==> config.mk <==
export PLATFORM = sky130hd
export DESIGN_NAME = gf31_vec_inv
export DESIGN_NICKNAME = d
export VERILOG_FILES = /design/src/rtl/gf31_pkg.sv /design/src/rtl/gf31_lane_norm.sv /design/src/rtl/gf31_pow_stage.sv /design/src/rtl/gf31_vec_inv.sv
export SDC_FILE = /design/constraint.sdc
export NUM_CORES = 2
export LEC_CHECK = 0
export ABC_AREA = 1
export BUFFER_PORTS_ARGS = -buffer_cell sky130_fd_sc_hd__buf_2
export CAP_MARGIN = 5
export CORE_MARGIN = 2
export CORE_UTILIZATION = 40
export DETAILED_ROUTE_END_ITERATION = 16
export PLACE_DENSITY = 0.64
export SYNTH_ARGS = -nofsm -noshare
export SYNTH_HDL_FRONTEND = slang
export SYNTH_SLANG_ARGS = --single-unit
==> constraint.sdc <==
create_clock -name clk -period 24.3 [get_ports clk]
set_input_delay 1.215 -clock clk [delete_from_list [all_inputs] [get_ports clk]]
set_output_delay 1.215 -clock clk [all_outputs]
set_load 0.02 [all_outputs]
==> src/rtl/gf31_pkg.sv <==
package gf31_pkg;

    localparam int unsigned GF_Q     = 31;
    localparam int unsigned LANE_W   = 16;
    localparam int unsigned ELEM_W   = 5;
    localparam int unsigned WIDE_W   = 17;
    localparam int unsigned NUM_STEP = 4;
    localparam int unsigned LATENCY  = NUM_STEP + 1;
    // 31 * 1058: smallest multiple of 31 that lifts -32768 to a non-negative value
    localparam logic [WIDE_W-1:0] SIGN_LIFT = 17'd32798;

    typedef logic [ELEM_W-1:0] elem_t;

    typedef enum logic [1:0] {
        STEP_CUBE = 2'd0,   // acc <- base^3
        STEP_BAA  = 2'd1,   // acc <- base * acc * acc
        STEP_SQR  = 2'd2    // acc <- acc * acc
    } step_e;

    typedef struct packed {
        elem_t base;
        elem_t acc;
    } lane_st_t;

    // Since 32 = 1 (mod 31), the upper bits can be added onto the low five bits.
    function automatic elem_t fold31(input logic [WIDE_W-1:0] v);
        logic [WIDE_W-1:0] t;
        t = v;
        t = {5'd0, t[16:5]} + {12'd0, t[4:0]};
        t = {5'd0, t[16:5]} + {12'd0, t[4:0]};
        t = {5'd0, t[16:5]} + {12'd0, t[4:0]};
        if (t >= WIDE_W'(GF_Q)) begin
            t = t - WIDE_W'(GF_Q);
        end
        return t[ELEM_W-1:0];
    endfunction

    function automatic elem_t mul31(input elem_t a, input elem_t b);
        logic [WIDE_W-1:0] p;
        p = {12'd0, a} * {12'd0, b};
        return fold31(p);
    endfunction

    function automatic elem_t norm_signed(input logic [LANE_W-1:0] x);
        logic [WIDE_W-1:0] s;
        s = {x[LANE_W-1], x} + SIGN_LIFT;
        return fold31(s);
    endfunction

endpackage

==> src/rtl/gf31_lane_norm.sv <==
module gf31_lane_norm
    import gf31_pkg::*;
(
    input  logic                clk,
    input  logic                rst,
    input  logic [LANE_W-1:0]   raw,
    output lane_st_t            q
);
    lane_st_t nxt;

    always_comb begin
        nxt.base = norm_signed(raw);
        nxt.acc  = nxt.base;
    end

    always_ff @(posedge clk) begin
        if (rst) begin
            q <= '0;
        end else begin
            q <= nxt;
        end
    end
endmodule

==> src/rtl/gf31_pow_stage.sv <==
module gf31_pow_stage
    import gf31_pkg::*;
#(
    parameter step_e STEP = STEP_CUBE
) (
    input  logic     clk,
    input  logic     rst,
    input  lane_st_t d,
    output lane_st_t q
);
    lane_st_t nxt;
    elem_t    first;

    generate
        if (STEP == STEP_CUBE) begin : g_cube
            always_comb begin
                first    = mul31(d.base, d.base);
                nxt.base = d.base;
                nxt.acc  = mul31(first, d.base);
            end
        end else if (STEP == STEP_BAA) begin : g_baa
            always_comb begin
                first    = mul31(d.acc, d.acc);
                nxt.base = d.base;
                nxt.acc  = mul31(first, d.base);
            end
        end else begin : g_sqr
            always_comb begin
                first    = mul31(d.acc, d.acc);
                nxt.base = d.base;
                nxt.acc  = first;
            end
        end
    endgenerate

    always_ff @(posedge clk) begin
        if (rst) begin
            q <= '0;
        end else begin
            q <= nxt;
        end
    end
endmodule

==> src/rtl/gf31_vec_inv.sv <==
module gf31_vec_inv
    import gf31_pkg::*;
#(
    parameter int unsigned LANES = 8
) (
    input  logic                    clk,
    input  logic                    rst,
    input  logic                    in_valid,
    input  logic [LANES*LANE_W-1:0] in_data,
    output logic                    out_valid,
    output logic [LANES*LANE_W-1:0] out_data
);
    localparam int unsigned PAD_W = LANE_W - ELEM_W;
    localparam step_e CHAIN [NUM_STEP] = '{STEP_CUBE, STEP_BAA, STEP_SQR, STEP_BAA};

    logic [LATENCY-1:0] vld_sr;

    always_ff @(posedge clk) begin
        if (rst) begin
            vld_sr <= '0;
        end else begin
            vld_sr <= {vld_sr[LATENCY-2:0], in_valid};
        end
    end

    assign out_valid = vld_sr[LATENCY-1];

    generate
        for (genvar ln = 0; ln < LANES; ln++) begin : g_lane
            lane_st_t st [NUM_STEP+1];

            gf31_lane_norm u_norm (
                .clk (clk),
                .rst (rst),
                .raw (in_data[ln*LANE_W +: LANE_W]),
                .q   (st[0])
            );

            for (genvar sp = 0; sp < NUM_STEP; sp++) begin : g_step
                gf31_pow_stage #(.STEP(CHAIN[sp])) u_stage (
                    .clk (clk),
                    .rst (rst),
                    .d   (st[sp]),
                    .q   (st[sp+1])
                );
            end

            assign out_data[ln*LANE_W +: LANE_W] = {{PAD_W{1'b0}}, st[NUM_STEP].acc};
        end
    endgenerate
endmodule

==> impl_metrics.env <==
export IMPL_firstDrtPassIters=5
export IMPL_synth_most_common_cell="nand2_1"
export IMPL_post_cts_resized=0
export IMPL_worst_hold_slack_ns=0.394
export IMPL_rsz0062_at_grt="false"
export IMPL_reg2reg_depth=63
export IMPL_worst_slew_pin_slew_ns=0.965
export IMPL_synth_flop_cell="dfxtp_1"
export IMPL_clk_pin_slew_worst_paths_ns=0.06
export IMPL_clock_sinks=325
export IMPL_crit_type="flip-flop to flip-flop"
export IMPL_setup_viol=0
export IMPL_fillers=19500
export IMPL_die_area_um2=191000
export IMPL_hold_violations=0
export IMPL_status="completed"
export IMPL_synth_xor_area_share_pct=9.63
export IMPL_relSlewSlack_pct=35.7
export IMPL_portBuffers=171
export IMPL_whs_endpoint="vld_sr[4]"
export IMPL_vias=63400
export IMPL_rrSetupSlack_ns=12.79
export IMPL_clock_path_buffers=3
export IMPL_syn_avg_cell_area_um2=6.74
export IMPL_worstHoldStart="vld_sr[3]"
export IMPL_crit_top_cell="ha_1"
export IMPL_core_area_um2=186000
export IMPL_wl_per_cell_um=10.3
export IMPL_synth_async_reset_ratio_pct=0
export IMPL_synth_top_family_by_area="adder cells"
export IMPL_antenna_left=0
export IMPL_grt_pass1_wl_um=258000
export IMPL_min_path_type="flip-flop to flip-flop"
export IMPL_slowest_stage="fa_1"
export IMPL_maxCapViolCount=0
export IMPL_dp_cells=13700
export IMPL_grt_max_degree=78
export IMPL_synth_compound_area_share_pct=7.67
export IMPL_hold_buffers=0
export IMPL_synthTopCellsByCount="2174 x nand2_1, 2157 x inv_1, 1440 x ha_1"
export IMPL_yosysTopAreaCellShare_pct=24.0
export IMPL_rr_endpoint="g_lane[7].g_step[0].u_stage.q[1]"
export IMPL_p_leak_nw=46.6
export IMPL_irDropWorstVdd_mv=0.0694
export IMPL_crit_path_end_kind="flip-flop"
export IMPL_final_cells=13800
export IMPL_rows=158
export IMPL_timing_rr_start="g_lane[7].u_norm.q[7]"
export IMPL_synth_top_cells_by_area="ha_1 24%, nand2_1 11%, inv_1 11%, fa_1 9.1%, dfxtp_1 8.7%"
export IMPL_synthAdderAreaFrac_pct=33.2
export IMPL_start_kind="flip-flop"
export IMPL_ys_ff_latch=325
export IMPL_initial_utilization_pct=40.3
export IMPL_htreeDepth=2
export IMPL_synth_top_area_cell="ha_1"
export IMPL_dp_hpwl_um=121000
export IMPL_syn_inst=11100
export IMPL_fin_area_um2=80000
export IMPL_antenna_found_initial=2
export IMPL_synth_edff_count=0
export IMPL_grt_pass1_vias=60300
export IMPL_fin_crit_sh_pct=47.4
export IMPL_synthMuxAreaShare_pct=0
export IMPL_area_growth_pct=6.76
export IMPL_cp_arrival_ns=12.04
export IMPL_p_per_area_nw_per_um2=81.6
export IMPL_max_stage_delay_ns=0.54
export IMPL_max_freq_mhz=86.9
export IMPL_grt_usage_pct=15.1
export IMPL_min_path_cells=2
export IMPL_placed_area_um2=78400
export IMPL_yosysSeqAreaShare_pct=8.68
export IMPL_slew_viol_final=0
export IMPL_drive_gt1_share_pct=6.41
export IMPL_drt_initial_drc_count=2265
export IMPL_syn_area_um2=75000
export IMPL_utilization_pct=43.1
export IMPL_num_nets_final=13200
export IMPL_dieWidth_um=437
export IMPL_ys_warn_count=0
export IMPL_cp_max_fo=8
export IMPL_drc=0
export IMPL_cts_tree="built"
export IMPL_cts_root_buf="clkbuf_16"
export IMPL_die_h_um=437
export IMPL_grt_overflow=0
export IMPL_synth_cell_types=64
export IMPL_io_pins=260
export IMPL_cp_required_ns=24.83
export IMPL_finalSetupTns_ns=0
export IMPL_place_congestion=0.840
export IMPL_clkLatencyLatePin_ns=0.64
export IMPL_cts_made_buffers=47
export IMPL_postCtsSetupRepairBufs=0
export IMPL_totalWireLength_um=142000
export IMPL_fin_skew_ns=0.0239
export IMPL_yosys_area_share_simple_pct=28.6
export IMPL_min_period_ns=11.51
export IMPL_via_per_inst=4.59
[layout make-up]
cell class | count | area, µm² | share of cell area [%]
multi-input cells | 8535 | 59600 | 74.5
clock buffers | 63 | 1350 | 1.69
repair buffers | 175 | 896 | 1.12
clock inverters | 24 | 289 | 0.361
flip-flops and latches | 325 | 6510 | 8.13
well taps | 2480 | 3100 | 3.88
inverters | 2203 | 8270 | 10.3
diodes | 2 | 5.00 | 0.00625
[registers in the layout, indices dropped and copies added (netlist names)]
signal / count
g_lane.u_norm.q: 40
g_lane.g_step.u_stage.q: 280
vld_sr: 5
[worst max-delay path, delay by kind of cell, from the launching register on]
kind / cells / cell delay (ns)
adders and majority gates: 17 / 5.60
xor gates and xnor gates: 2 / 0.31
DFF: 1 / 0.50
and+or+nand+nor: 27 / 2.89
buffers and inverters: 7 / 0.53
AOI/OAI and AO/OA: 10 / 1.55
[worst max-delay path by stage]
stage | startpoint | endpoint | slack (ns) | cells past startpoint
after floorplan | g_lane[7].u_norm.q[7] | g_lane[7].g_step[0].u_stage.q[0] | 13.62 | 64
after CTS | g_lane[7].u_norm.q[7] | g_lane[7].g_step[0].u_stage.q[1] | 12.73 | 62
after detailed placement | g_lane[7].u_norm.q[7] | g_lane[7].g_step[0].u_stage.q[1] | 12.76 | 62
final | g_lane[7].u_norm.q[7] | g_lane[7].g_step[0].u_stage.q[1] | 12.79 | 63
after global placement | g_lane[1].g_step[2].u_stage.q[0] | g_lane[1].g_step[3].u_stage.q[1] | 12.88 | 66
after global routing | g_lane[7].u_norm.q[7] | g_lane[7].g_step[0].u_stage.q[1] | 11.66 | 62
[per-layer routing]
metal | vias to the layer above | routed length (µm) | GRT usage [%]
met5 | - | 0 | 0
met4 | 0 | 1940 | 2.49
met3 | 88 | 3070 | 1.23
met2 | 463 | 62600 | 25.8
met1 | 27600 | 74000 | 20.8
li1 | 35200 | - | -
[cell families after synthesis]
group	Yosys count
other cells	1
flops	325
fa+ha+maj	1782
buf+inv	2361
compound gates	1026
simple gates	4840
xor+xnor	791
[placed cells by master, fill, tap and decap left out, drive strengths merged, types with 5 or more instances in the layout]
cell and count:
nand2 2335, inv 2200, ha 1440, nor2 1307
nand3 732, a21oi 549, xor2 421, xnor2 370
fa 342, dfxtp 325, o21ai 274, buf 175
or2 145, nand4 120, nand3b 102, conb 96
nor3 80, clkbuf 63, a21o 54, o21bai 45
a31o 42, a31oi 22, clkinv 12, o31ai 11
clkinvlp 10, a21boi 10, o21a 9, and2 9
bufinv 5, nor3b 5
[metrics by stage]
step / power (W) / setup WS [ns]
detailed placement: 0.00581 / 12.76
CTS: 0.00662 / 12.73
floorplan: 0.00485 / 13.62
finish: 0.00653 / 12.79
global route: 0.00745 / 11.66
global placement: 0.00582 / 12.88
[power by group]
| group | internal, W | switching [W] |
|---|---|---|
| registers | 0.000651 | 0.000161 |
| logic | 0.00191 | 0.00307 |
| clock network | 0.000444 | 0.000292 |
| total | 0.00301 | 0.00353 |
Power figures use the tool's default switching activity.
